==> src/rtl/deadman_wdt.sv <==
module deadman_wdt #(
  parameter int AW      = 8,
  parameter int DW      = 32,
  parameter int CW      = 32,
  parameter int PER_RST = 64,
  parameter int WIN_RST = 16
) (
  input  logic          clk,
  input  logic          rst,
  input  logic [AW-1:0] bus_addr,
  input  logic [DW-1:0] bus_wdata,
  input  logic          bus_we,
  output logic [DW-1:0] bus_rdata,
  output logic          timeout_evt,
  output logic          rst_cause
);
  localparam logic [AW-1:0] A_CTRL = AW'(8'h00), A_CCLR = AW'(8'h04), A_CSET = AW'(8'h08);
  localparam logic [AW-1:0] A_ARM = AW'(8'h10), A_KICK = AW'(8'h20), A_STAT = AW'(8'h30);
  localparam logic [AW-1:0] A_CNT = AW'(8'h40), A_PER = AW'(8'h60), A_WIN = AW'(8'h70);
  localparam logic [AW-1:0] A_RC = AW'(8'h80), A_RCCLR = AW'(8'h84);
  localparam logic [7:0] KEY_ARM = 8'h40, KEY_KICK = 8'h08;
  localparam int EN_BIT = 15, RC_BIT = 5;

  logic en_q, quiet_q, armed_q, evt_q, e1_q, e2_q, pulse_q;
  logic rc_q = 1'b0;
  logic [CW-1:0] cnt_q, per_q, win_q;
  logic en_n, wr_ok, win_open, arm_wr, kick_wr, arm_good, kick_good, hit;

  assign wr_ok    = bus_we & ~quiet_q;
  assign arm_wr   = wr_ok & en_q & (bus_addr == A_ARM);
  assign kick_wr  = wr_ok & en_q & (bus_addr == A_KICK);
  assign win_open = ({1'b0, cnt_q} + {1'b0, win_q}) >= {1'b0, per_q};
  assign arm_good = bus_wdata[15:8] == KEY_ARM;
  assign kick_good = kick_wr & armed_q & (bus_wdata[7:0] == KEY_KICK) & win_open;
  assign hit      = en_q & ~kick_good & (cnt_q >= per_q);

  always_comb begin
    en_n = en_q;
    if (wr_ok) begin
      if (bus_addr == A_CTRL) en_n = bus_wdata[EN_BIT];
      else if (bus_addr == A_CCLR && bus_wdata[EN_BIT]) en_n = 1'b0;
      else if (bus_addr == A_CSET && bus_wdata[EN_BIT]) en_n = 1'b1;
    end
  end

  always_ff @(posedge clk) begin
    if (rst) begin
      en_q <= 1'b0; quiet_q <= 1'b0; armed_q <= 1'b0; pulse_q <= 1'b0;
      evt_q <= 1'b0; e1_q <= 1'b0; e2_q <= 1'b0;
      cnt_q <= '0; per_q <= CW'(PER_RST); win_q <= CW'(WIN_RST);
    end else begin
      en_q    <= en_n;
      quiet_q <= en_q & ~en_n;
      pulse_q <= 1'b0;
      if (wr_ok && bus_addr == A_PER) per_q <= CW'(bus_wdata);
      if (wr_ok && bus_addr == A_WIN) win_q <= CW'(bus_wdata);
      if (!en_q) begin
        cnt_q   <= '0;
        armed_q <= 1'b0;
      end else begin
        cnt_q <= cnt_q + 1'b1;
        if (arm_wr) begin
          if (arm_good) armed_q <= 1'b1;
          else begin e1_q <= 1'b1; pulse_q <= 1'b1; end
        end
        if (kick_wr) begin
          armed_q <= 1'b0;
          if (!armed_q) begin e1_q <= 1'b1; pulse_q <= 1'b1; end
          else if (!kick_good) begin e2_q <= 1'b1; pulse_q <= 1'b1; end
          else cnt_q <= '0;
        end
        if (hit) begin
          cnt_q <= '0; armed_q <= 1'b0; evt_q <= 1'b1; pulse_q <= 1'b1;
        end
      end
    end
  end

  always_ff @(posedge clk) begin
    if (hit && !rst) rc_q <= 1'b1;
    else if (wr_ok && bus_addr == A_RCCLR && bus_wdata[RC_BIT]) rc_q <= 1'b0;
  end

  always_comb begin
    bus_rdata = '0;
    if (!quiet_q) begin
      case (bus_addr)
        A_CTRL:  bus_rdata[EN_BIT] = en_q;
        A_STAT:  bus_rdata[7:0] = {e1_q, e2_q, evt_q, 4'b0, win_open};
        A_CNT:   bus_rdata = DW'(cnt_q);
        A_PER:   bus_rdata = DW'(per_q);
        A_WIN:   bus_rdata = DW'(win_q);
        A_RC:    bus_rdata[RC_BIT] = rc_q;
        default: bus_rdata = '0;
      endcase
    end
  end

  assign timeout_evt = pulse_q;
  assign rst_cause   = rc_q;
endmodule

==> config.mk <==
export PLATFORM = sky130hd
export DESIGN_NAME = deadman_wdt
export DESIGN_NICKNAME = d
export VERILOG_FILES = /design/src/rtl/deadman_wdt.sv
export SDC_FILE = /design/constraint.sdc
export NUM_CORES = 1
export LEC_CHECK = 0
export BUFFER_PORTS_ARGS = -buffer_cell sky130_fd_sc_hd__clkbuf_2
export CORE_MARGIN = 10
export CORE_UTILIZATION = 60
export DETAILED_ROUTE_END_ITERATION = 12
export GPL_ROUTABILITY_DRIVEN = 0
export HOLD_SLACK_MARGIN = 0.02
export PLACE_DENSITY = 0.81
export SLEW_MARGIN = 20
export SYNTH_ARGS = -nofsm -noshare
export SYNTH_HDL_FRONTEND = slang
export SYNTH_SLANG_ARGS = --single-unit
==> constraint.sdc <==
create_clock -name clk -period 10.3 [get_ports clk]
set_input_delay 1.03 -clock clk [delete_from_list [all_inputs] [get_ports clk]]
set_output_delay 1.03 -clock clk [all_outputs]
set_load 0.01 [all_outputs]
## Yosys cells after proc, flatten, opt, wreduce, memory -nomap -nowiden

Cells that the tools add are included.

| storage, ports and cells | value |
|---|---|
| register bits | 104 |
| latch bits | 0 |
| bits in writable memories | 0 |
| memory bits (read-only) | 0 |
| bits of input ports | 43 |
| output and inout port bits | 34 |
| word-level logic and storage cells | 80 |
| memories | 0 |

| operators by class | value |
|---|---|
| add/sub/neg operators | 2 |
| multipliers | 0 |
| div/mod/pow operators | 0 |
| order comparisons | 2 |
| equality and inequality tests | 12 |
| shift operators | 0 |
| muxes and demuxes | 24 |
| bitwise gates (word level) | 14 |
| reductions and logical operators | 15 |

Operators with widths:

| operator | count |
|---|---|
| $mux W32 | 4 |
| $pmux W16 S3 | 1 |
| $add A32 B32 Y33 | 1 |
| $ge A33 B32 Y1 | 1 |
| $add A32 B1 Y32 const B | 1 |
| $eq A8 B7 Y1 const B | 4 |
| $ge A32 B32 Y1 | 1 |
| $pmux W7 S3 | 1 |
| $pmux W5 S4 | 1 |
| $eq A8 B4 Y1 const B | 2 |
| $eq A8 B6 Y1 const B | 2 |
| $eq A8 B8 Y1 const B | 2 |
| $mux W1 | 14 |
| $and A1 B1 Y1 | 10 |
| $eq A8 B3 Y1 const B | 1 |
| $eq A8 B5 Y1 const B | 1 |
| $logic_not A8 Y1 | 1 |
| $pmux W2 S4 | 1 |
| $logic_and A1 B1 Y1 | 7 |
| $pmux W1 S5 | 1 |
| $not A1 Y1 | 4 |
| $pmux W1 S4 | 1 |
| $reduce_and A2 Y1 | 2 |
| $reduce_and A4 Y1 | 1 |
| other kinds (4) | 4 |

## Depth between registers and ports, before layout

Gate-level depths: netlist of the first run.

| depth | value |
|---|---|
| depth after elaboration | 11 |
| mapped depth | 23 |

## Least setup slack after synthesis of the first run

No wires, ideal clock.

| timing | value |
|---|---|
| path kind | reg-to-output |
| start point | register cnt_q[0] |
| end point | output port bus_rdata[0] |
| arrival | 3.734 ns |
| required time | 9.270 ns |
| setup slack | 5.536 ns |
| stages on the path, launching flop included | 22 |
| path buffers | 0 |
| cells stage by stage | dfxtp_1 ha_1 inv_1 fa_1 nand2b_1 a21oi_1 o311ai_2 nand4_1 a31oi_1 o21bai_1 nand3_1 o21ai_0 xor2_1 ha_1 nand4_1 nor2_1 nand2_1 nor3_1 o21ai_0 o311ai_1 nor2_1 a211oi_1 |

| between the ends | value |
|---|---|
| longest elaborated chain between the ends | 4 |

RTL lines:

| element | line | RTL |
|---|---|---|
| start: declaration | 26 | `logic [CW-1:0] cnt_q, per_q, win_q;` |
| start signal: assignment | 61 | `cnt_q <= cnt_q + 1'b1;` |
| $add A32 B32 Y33 | 32 | `assign win_open = ({1'b0, cnt_q} + {1'b0, win_q}) >= {1'b0, per_q};` |
| $ge A33 B32 Y1 | 32 |  |
| $pmux W5 S4 (*) | 87 | `case (bus_addr)` |
| $mux W32 (*) | 86 | `if (!quiet_q) begin` |
| end: declaration | 13 | `output logic [DW-1:0] bus_rdata,` |

Mark *: on every way between the ends. The rest lies on a longest branch, timed or not.

## Final worst setup path of the first run

Ends and elaborated chain as after synthesis.

==> flow_summary.toml, run 1 <==
[finish]
layout-drive-gt1-share_pct = 12.2
finish.utilization_pct = 66.8
antenna_cells = 0
fin_area_um2 = 8820
multi_input_area_um2 = 5550
final_net_count = 1256
area_growth_pct = 9.73
regArea_um2 = 2080
top_regs = "cnt_q x32, per_q x32, win_q x32"
fillers = 1189

[timing]
tightestPinTransition_ns = 0.928
setup_tns_ns = 0
setup_violations = 0
layout_min_cycle_time_ns = 5.88
fin_ws_ns = 4.42
rsz0062_at_grt = "no"
final_max_slew_viol_count = 0
hold_violations = 0
fin_crit_sh_pct = 57.1
fmax_ghz = 0.170
fin_worst_skew_ns = 0.00665
max-slew-margin-rel_pct = 38.0

[cts]
ctsHoldBuffers = 0
tritoncts = "built"
cts-resized-gates = 0
clkTransAtPathRegs_ns = 0.07
cts_setup_buffers = 0
cts_root_buf = "clkbuf_16"
cts_num_sinks = 104
cts_made_buffers = 9
htree_levels = 3
clkLatencyLatePin_ns = 0.36
clock_path_buffers = 2

[synthesis]
synth-edff-count = 0
async_reset_ff_share_pct = 0
synth_area_leaders = "dfxtp_1 (26%), ha_1 (15%), a21oi_1 (9.0%)"
ys_seq_area_share_pct = 25.9
ys_seq_elements = 104
synth-main-ff-cell = "dfxtp_1"
syn_inst = 1069
avgSynthCellArea_um2 = 7.52
synthesis.nets = 1210
yosysUniqueCellTypes = 64
synth_top_cell_by_area = "dfxtp_1"
yosysWarnings = 0
syn_area_um2 = 8030
synth.top_cell.area_share_pct = 25.9

[routing]
vias_per_cell = 5.96
wl_mm = 22.0
ant_nets = 0
drc_errors = 0
dr.pass1.iters = 5
drt_iter0_markers = 647
vias = 7722
avgRoutedWirePerCell_um = 17.0

[floorplan]
die_area_um2 = 18400
start_util_pct = 60.9
die_height_um = 136
io_pins = 77
core_um2 = 13200
chipWidth_um = 136
rows = 42

[placement]
dpl_cell_area_um2 = 8460
io_buffers = 76
hpwl_mm = 16.1
place_ws_ns = 4.94

[critical_path]
arrival_ns = 4.85
worstPathCellList = "ha_1, inv_1, fa_1, nand2b_1, a21oi_1, o311ai_2, nand4_1, a31oi_1, o21bai_1, nand3_1, o21ai_0, xor2_1, ha_1, nand4_1, nor2_1, nand2_1, nor3_1, a311oi_1, o311ai_1, nor2_1, a211oi_1, clkbuf_2"
path_max_fanout = 6
r2r-end = "cnt_q[13]"
rr_worst_depth = 22
cp_slowest_cell = "dfxtp_1"
r2r_slack_ns = 5.30
worstSetupPathType = "reg2out"
worst_setup_path_end_kind = "output pin"
start_kind = "register"
r2r_start = "cnt_q[0]"
slowest_delay_ns = 0.45
crit_required_ns = 9.27

[run_status]
outcome = "finished clean"

[min_path]
hold_depth = 2
worst_hold_startpoint = "evt_q"
hold_path_class = "reg2reg"
hold-path-endpoint = "evt_q"

[power_and_ir_drop]
ir_drop_mv = 0.0677
power_leakage_nw = 3.73
total_power_mw = 0.856
powerDensity_nw_per_um2 = 97.0

[global_routing]
track_usage_pct = 24.2
grt_pass1_wl_mm = 36.5
grt_start_max_net_pins = 71
grt_pass1_vias = 7391
antenna_found_initial = 0
overflow = 0

[run]
maxCapViolCount = 0
==> critical path, delay by kind of cell (launching register included) <==
family | cells | cell delay (ns)
AO/OA/AOI/OAI | 8 | 1.56
XOR/XNOR | 1 | 0.10
adder cells (fa/ha/maj) | 3 | 0.93
buffers and inverters | 2 | 0.26
flip-flops | 1 | 0.45
AND/OR/NAND/NOR | 8 | 1.18
==> cells in the mapped netlist, drive strengths merged, types with 2 or more instances <==
cell type and instances:
nand3 22, o21bai 9, a21oi 145, mux2i 29
buf 16, and3 13, o21ai 34, a21o 34
nand4 20, a21boi 3, o211ai 5, a31oi 4
or3 8, nor3b 2, nor4 6, nand2 183
and2 2, clkbuf 31, xnor2 32, nor2b 6
o41ai 3, dfxtp 104, nor3 10, a211oi 9
ha 97, nand3b 4, inv 50, o21a 2
o311ai 2, xor2 28, nor4b 2, nor2 127
nand2b 9, a22o 2
==> how the worst max path moves through the flow <==
stage / end / from / cells past startpoint / slack [ns]
2_1_floorplan: bus_rdata[0] / cnt_q[0] / 21 / 5.54
3_3_place_gp: bus_rdata[0] / cnt_q[0] / 22 / 5.07
3_5_place_dp: bus_rdata[0] / cnt_q[0] / 22 / 4.94
4_1_cts: bus_rdata[0] / cnt_q[0] / 22 / 4.49
5_1_grt: bus_rdata[0] / cnt_q[0] / 22 / 3.90
6_report: bus_rdata[0] / cnt_q[0] / 22 / 4.42
==> layer usage <==
metal | part of all wire (%) | global-route usage, %
met4 | 1.8 | 7.83
met3 | 8.6 | 5.97
met2 | 44 | 37.9
met1 | 45 | 31.8
met5 | 0 | 0
==> final cells by class <==
type                       instances  share of cell area (%)
clock buffer                      11                    2.87
timing repair buffer              82                    4.83
clock inverter                     5                    1.16
tap                              176                    2.50
sequential                       104                    23.6
inverter                          50                    2.13
multi-input combinational        868                    62.9
==> stage by stage <==
| step | hold WS (ns) | std cells |
|---|---|---|
| 2_1_floorplan | 0.426 | 1069 |
| 3_3_place_gp | 0.435 | 1280 |
| 3_5_place_dp | 0.449 | 1280 |
| 4_1_cts | 0.459 | 1296 |
| 5_1_grt | 0.485 | 1296 |
| 6_report | 0.461 | 1296 |
==> power breakdown <==
part	total [mW]	leakage, nW	switching, mW	internal [mW]
clock	0.414	0.172	0.164	0.251
combinational	0.0390	2.72	0.0265	0.0125
sequential	0.402	0.837	0.000318	0.402
==> layout by cell type (no fill, tap or decap), drive strengths merged, types with 10 or more instances in the layout <==
cell    instances
clkbuf         87
a21oi         145
dfxtp         104
nand3          22
a21o           34
and3           13
xor2           28
nand4          20
nor2          127
nand2         183
mux2i          29
nor3           10
ha             97
o21ai          34
inv            50
xnor2          32
==> kinds of logic after synthesis <==
| kind of cell | Yosys count | synth area share [%] |
|---|---|---|
| AOI/OAI and AO/OA | 262 | 19.2 |
| xor gates and xnor gates | 60 | 6.54 |
| adders and majority gates | 98 | 15.4 |
| buffers and inverters | 97 | 5.19 |
| DFF | 104 | 25.9 |
| muxes | 30 | 3.75 |
| and+or+nand+nor | 418 | 24.0 |
Note: power is estimated with default switching activity, not from simulation.
==> run 2: changes to the inputs <==
==> constraint.sdc (replaced) <==
create_clock -name clk -period 6.17 [get_ports clk]
set_input_delay 0.617 -clock clk [delete_from_list [all_inputs] [get_ports clk]]
set_output_delay 0.617 -clock clk [all_outputs]
set_load 0.01 [all_outputs]
==> flow_summary.toml, run 2 (synthesis results as in run 1) <==
[power_and_ir_drop]
power_leakage_nw = 3.71
ir_drop_mv = 0.188
p_seq_share_pct = 48.9
powerDensity_nw_per_um2 = 156
p_comb_share_pct = 4.8
total_power_mw = 1.37
clockPowerShare_pct = 46.3
p_switching_mw = 0.313
p_int_mw = 1.06
p_sw_share_pct = 22.8

[routing]
wl_mm = 22.0
drc_errors = 0
dr.pass1.iters = 6
vias = 7682
ant_nets = 0
vias_per_cell = 5.93
avgRoutedWirePerCell_um = 17.0
drt_iter0_markers = 666

[run]
maxCapViolCount = 0

[finish]
fillers = 1149
antenna_cells = 0
top_regs = "cnt_q x32, per_q x32, win_q x32"
area_growth_pct = 9.33
layout-drive-gt1-share_pct = 12.2
fin_area_um2 = 8780
final_net_count = 1256
mostFrequentLayoutCells = "nand2_1 (183), a21oi_1 (144), nor2_1 (105), dfxtp_1 (104), ha_1 (97)"
final_common_cell = "nand2_1"

[placement]
dpl_cell_area_um2 = 8460
hpwl_mm = 15.8
io_buffers = 76

[cts]
clkTransAtPathRegs_ns = 0.07
ctsHoldBuffers = 0
clkLatencyLatePin_ns = 0.36
clock_path_buffers = 2
cts_root_buf = "clkbuf_16"
cts-resized-gates = 0
htree_levels = 3
tritoncts = "built"
cts_setup_buffers = 0
cts_num_sinks = 104
cts_made_buffers = 9

[critical_path]
path_max_fanout = 6
crit_required_ns = 5.55
start_kind = "register"
slowest_delay_ns = 0.46
rr_worst_depth = 22
worstSetupPathType = "reg2out"
r2r-end = "cnt_q[13]"
r2r_start = "cnt_q[0]"
worst_setup_path_end_kind = "output pin"
r2r_slack_ns = 1.23
worstPathCellList = "ha_1, inv_1, fa_1, nand2b_1, a21oi_1, o311ai_2, nand4_1, a31oi_1, o21bai_1, nand3_1, o21ai_0, xor2_1, ha_1, nand4_1, nor2_1, nand2_1, nor3_1, o21ai_0, o311ai_1, nor2_1, a211oi_1, clkbuf_2"
arrival_ns = 4.81
cp_slowest_cell = "dfxtp_1"

[global_routing]
grt_pass1_vias = 7214
grt_start_max_net_pins = 71
track_usage_pct = 23.9
antenna_found_initial = 0
grt_pass1_wl_mm = 36.0
overflow = 0

[timing]
hold_violations = 0
fin_worst_hold_slack_ns = 0.453
final_max_slew_viol_count = 0
setup_tns_ns = 0
layout_min_cycle_time_ns = 5.43
rsz0062_at_grt = "no"
tightestPinTransition_ns = 0.993
fmax_ghz = 0.184
setup_violations = 0
max-slew-margin-rel_pct = 33.8
fin_crit_sh_pct = 88.0
fin_worst_skew_ns = 0.00853

[run_status]
outcome = "finished clean"

[floorplan]
io_pins = 77
die_height_um = 136
die_area_um2 = 18400
core_um2 = 13200
rows = 42
start_util_pct = 60.9
chipWidth_um = 136

[min_path]
worst_hold_startpoint = "evt_q"
hold_path_class = "reg2reg"
hold-path-endpoint = "evt_q"
hold_depth = 2
## run 2: cell type report
class | count | area, um^2 | share of cell area (%)
inverter | 50 | 188 | 2.14
timing repair buffer | 82 | 425 | 4.84
sequential | 104 | 2080 | 23.7
multi-input combinational | 868 | 5550 | 63.1
tap | 176 | 220 | 2.51
clock inverter | 5 | 78.8 | 0.897
clock buffer | 11 | 243 | 2.76
## run 2: metrics by stage
stage / cells / utilization [%] / setup WS (ns)
detailed placement: 1280 / 64.2 / 1.21
finish: 1296 / 66.6 / 0.738
CTS: 1296 / 66.6 / 0.766
global placement: 1280 / 64.1 / 1.33
global route: 1296 / 66.6 / 0.292
floorplan: 1069 / - / 1.82
## run 2: worst max-delay path: cells and delay by family, from the launching register on
kind,cells,cell delay [ns]
simple gates,8,1.14
compound gates,8,1.55
xor+xnor,1,0.10
fa+ha+maj,3,0.94
flops,1,0.46
buf+inv,2,0.26
## run 2: metal layers
layer  GRT usage, %  vias to the layer above  wire length, um
met5              0                        -                0
met4           5.98                        0              354
met3           5.56                       24             1810
met2           38.3                      291             9830
met1           31.5                     3567             9990
li1               -                     3800                -
## run 2: worst max path at each step
stage / from / endpoint / slack (ns) / cells after the start
3_5_place_dp: cnt_q[0] / bus_rdata[0] / 1.21 / 22
5_1_grt: cnt_q[0] / bus_rdata[0] / 0.29 / 22
6_report: cnt_q[0] / bus_rdata[0] / 0.74 / 22
2_1_floorplan: cnt_q[0] / bus_rdata[0] / 1.82 / 21
4_1_cts: cnt_q[0] / bus_rdata[0] / 0.77 / 22
3_3_place_gp: cnt_q[0] / bus_rdata[0] / 1.33 / 22
## run 2: power by group through the flow
stage	clock [mW]	combinational (mW)	sequential [mW]
2_1_floorplan	0	0.0334	0.687
5_1_grt	0.666	0.0702	0.672
6_report	0.635	0.0658	0.672
4_1_cts	0.638	0.0644	0.672
3_5_place_dp	0	0.0642	0.687
3_3_place_gp	0	0.0634	0.687
==> run 3: changes to the inputs <==
--- a/config.mk
+++ b/config.mk
@@ -6,12 +6,14 @@
 export NUM_CORES = 1
 export LEC_CHECK = 0
 export BUFFER_PORTS_ARGS = -buffer_cell sky130_fd_sc_hd__clkbuf_2
+export CELL_PAD_IN_SITES_DETAIL_PLACEMENT = 0
+export CELL_PAD_IN_SITES_GLOBAL_PLACEMENT = 1
 export CORE_MARGIN = 10
-export CORE_UTILIZATION = 60
+export CORE_UTILIZATION = 34
 export DETAILED_ROUTE_END_ITERATION = 12
 export GPL_ROUTABILITY_DRIVEN = 0
 export HOLD_SLACK_MARGIN = 0.02
-export PLACE_DENSITY = 0.81
+export PLACE_DENSITY_LB_ADDON = 0.1
 export SLEW_MARGIN = 20
 export SYNTH_ARGS = -nofsm -noshare
 export SYNTH_HDL_FRONTEND = slang
==> flow_summary.toml, run 3 (synthesis results as in run 1) <==
[critical_path]
path_max_fanout = 6
r2r_slack_ns = 1.04
crit_required_ns = 5.55
worstPathCellList = "ha_1, inv_1, fa_1, nand2b_1, a21oi_1, o311ai_2, nand4_1, a31oi_1, o21bai_1, nand3_1, o21ai_0, xor2_1, ha_1, nand4_1, nor2_1, nand2_1, nor3_1, o21ai_0, o311ai_1, nor2_1, a211oi_1, clkbuf_2"
rr_worst_depth = 22
cp_slowest_cell = "dfxtp_1"
worstSetupPathType = "reg2out"
worst_setup_path_end_kind = "output pin"
r2r-end = "cnt_q[12]"
path_buf_inv = 2
r2r_start = "cnt_q[0]"
start_kind = "register"
critPathTopFamily = "compound AO/OA/AOI/OAI gates"
arrival_ns = 4.93
slowest_delay_ns = 0.44

[routing]
drt_iter0_markers = 406
vias = 7394
vias_per_cell = 5.13
drc_errors = 0
avgRoutedWirePerCell_um = 18.2
wl_mm = 26.2
ant_nets = 0
dr.pass1.iters = 4

[global_routing]
overflow = 0
antenna_found_initial = 0
grt_start_max_net_pins = 71
grt_pass1_vias = 7403
grt_pass1_wl_mm = 41.9
track_usage_pct = 17.3

[cts]
cts-resized-gates = 0
clkLatencyLatePin_ns = 0.36
cts_setup_buffers = 0
clkTransAtPathRegs_ns = 0.08
ctsHoldBuffers = 0
cts_made_buffers = 9
clock_path_buffers = 2
tritoncts = "built"
cts_num_sinks = 104
htree_levels = 3
cts_root_buf = "clkbuf_16"

[finish]
multi_input_area_um2 = 5540
final_net_count = 1259
top_regs = "cnt_q x32, per_q x32, win_q x32"
final_common_cell = "nand2_1"
antenna_cells = 0
fillers = 2546
mostFrequentLayoutCells = "nand2_1 (183), a21oi_1 (144), nor2_1 (105), dfxtp_1 (104), ha_1 (97)"
area_growth_pct = 11.5
fin_area_um2 = 8960
stdcell_count = 1442
layout-drive-gt1-share_pct = 12.3
regArea_um2 = 2080
finish.utilization_pct = 38.4

[floorplan]
rows = 56
die_area_um2 = 30200
core_um2 = 23300
io_pins = 77
chipWidth_um = 174
die_height_um = 174
start_util_pct = 34.4

[timing]
setup_tns_ns = 0
rsz0062_at_grt = "no"
hold_violations = 0
layout_min_cycle_time_ns = 5.54
final_max_slew_viol_count = 0
tightestPinTransition_ns = 0.901
max-slew-margin-rel_pct = 39.9
setup_violations = 0
fin_worst_hold_slack_ns = 0.467
fmax_ghz = 0.180
fin_crit_sh_pct = 89.8
fin_worst_skew_ns = 0.0120

[min_path]
hold_depth = 2
hold_path_class = "reg2reg"
worst_hold_startpoint = "evt_q"
hold-path-endpoint = "evt_q"

[run_status]
outcome = "finished clean"

[placement]
io_buffers = 76
hpwl_mm = 19.8
dpl.cell_count = 1426
dpl_cell_area_um2 = 8650

[power_and_ir_drop]
ir_drop_mv = 0.112
powerDensity_nw_per_um2 = 152
power_leakage_nw = 3.72

[run]
maxCapViolCount = 0
run 3: power by group:
group / internal (mW) / total (mW) / switching, mW
Clock: 0.329 / 0.616 / 0.287
Sequential: 0.671 / 0.672 / 0.000570
Combinational: 0.0212 / 0.0699 / 0.0486
run 3: how the worst max path moves through the flow:
| stage | from | endpoint | slack, ns | cells past startpoint |
|---|---|---|---|---|
| floorplan | cnt_q[0] | bus_rdata[0] | 1.82 | 21 |
| global placement | cnt_q[0] | bus_rdata[0] | 1.15 | 22 |
| detailed placement | cnt_q[0] | bus_rdata[0] | 1.08 | 22 |
| CTS | cnt_q[0] | bus_rdata[0] | 0.63 | 22 |
| global route | cnt_q[0] | bus_rdata[0] | 0.15 | 22 |
| finish | cnt_q[0] | bus_rdata[0] | 0.63 | 22 |
run 3: metrics by stage:
stage                     power [mW]  setup slack (ns)
after floorplan                0.721              1.82
after global placement         0.758              1.15
after detailed placement       0.758              1.08
after CTS                       1.38             0.626
after global routing            1.41             0.146
final                           1.36             0.626
run 3: metal layers:
metal | vias up | track usage [%] | part of all wire (%)
li1 | 3802 | - | -
met1 | 3474 | 24.6 | 53
met2 | 109 | 27.0 | 44
met3 | 9 | 2.64 | 3.0
met4 | 0 | 3.10 | 0.66
met5 | - | 0 | 0
run 3: cell type report:
cell class / instances / area share, %
multi-input combinational: 868 / 61.8
clock inverter: 6 / 0.740
sequential: 104 / 23.2
timing repair buffer: 85 / 5.00
inverter: 50 / 2.10
tap: 319 / 4.46
clock buffer: 10 / 2.67
run 3: worst register-to-register path, cell delays in order, from the launching register on:
cell and delay (ns):
dfxtp_1 0.44, ha_1 0.23, inv_1 0.06, fa_1 0.39, nand2b_1 0.18, a21oi_1 0.30, o311ai_2 0.17, nand4_1 0.15
a31oi_1 0.10, o21bai_1 0.23, nand3_1 0.18, o21ai_0 0.24, xor2_1 0.19, ha_1 0.26, a21o_1 0.18, a21o_1 0.17
a21oi_1 0.13, o21ai_0 0.10, a211oi_1 0.25, nor2_1 0.10, o21ai_2 0.25, nand3b_4 0.52, nor2_1 0.25
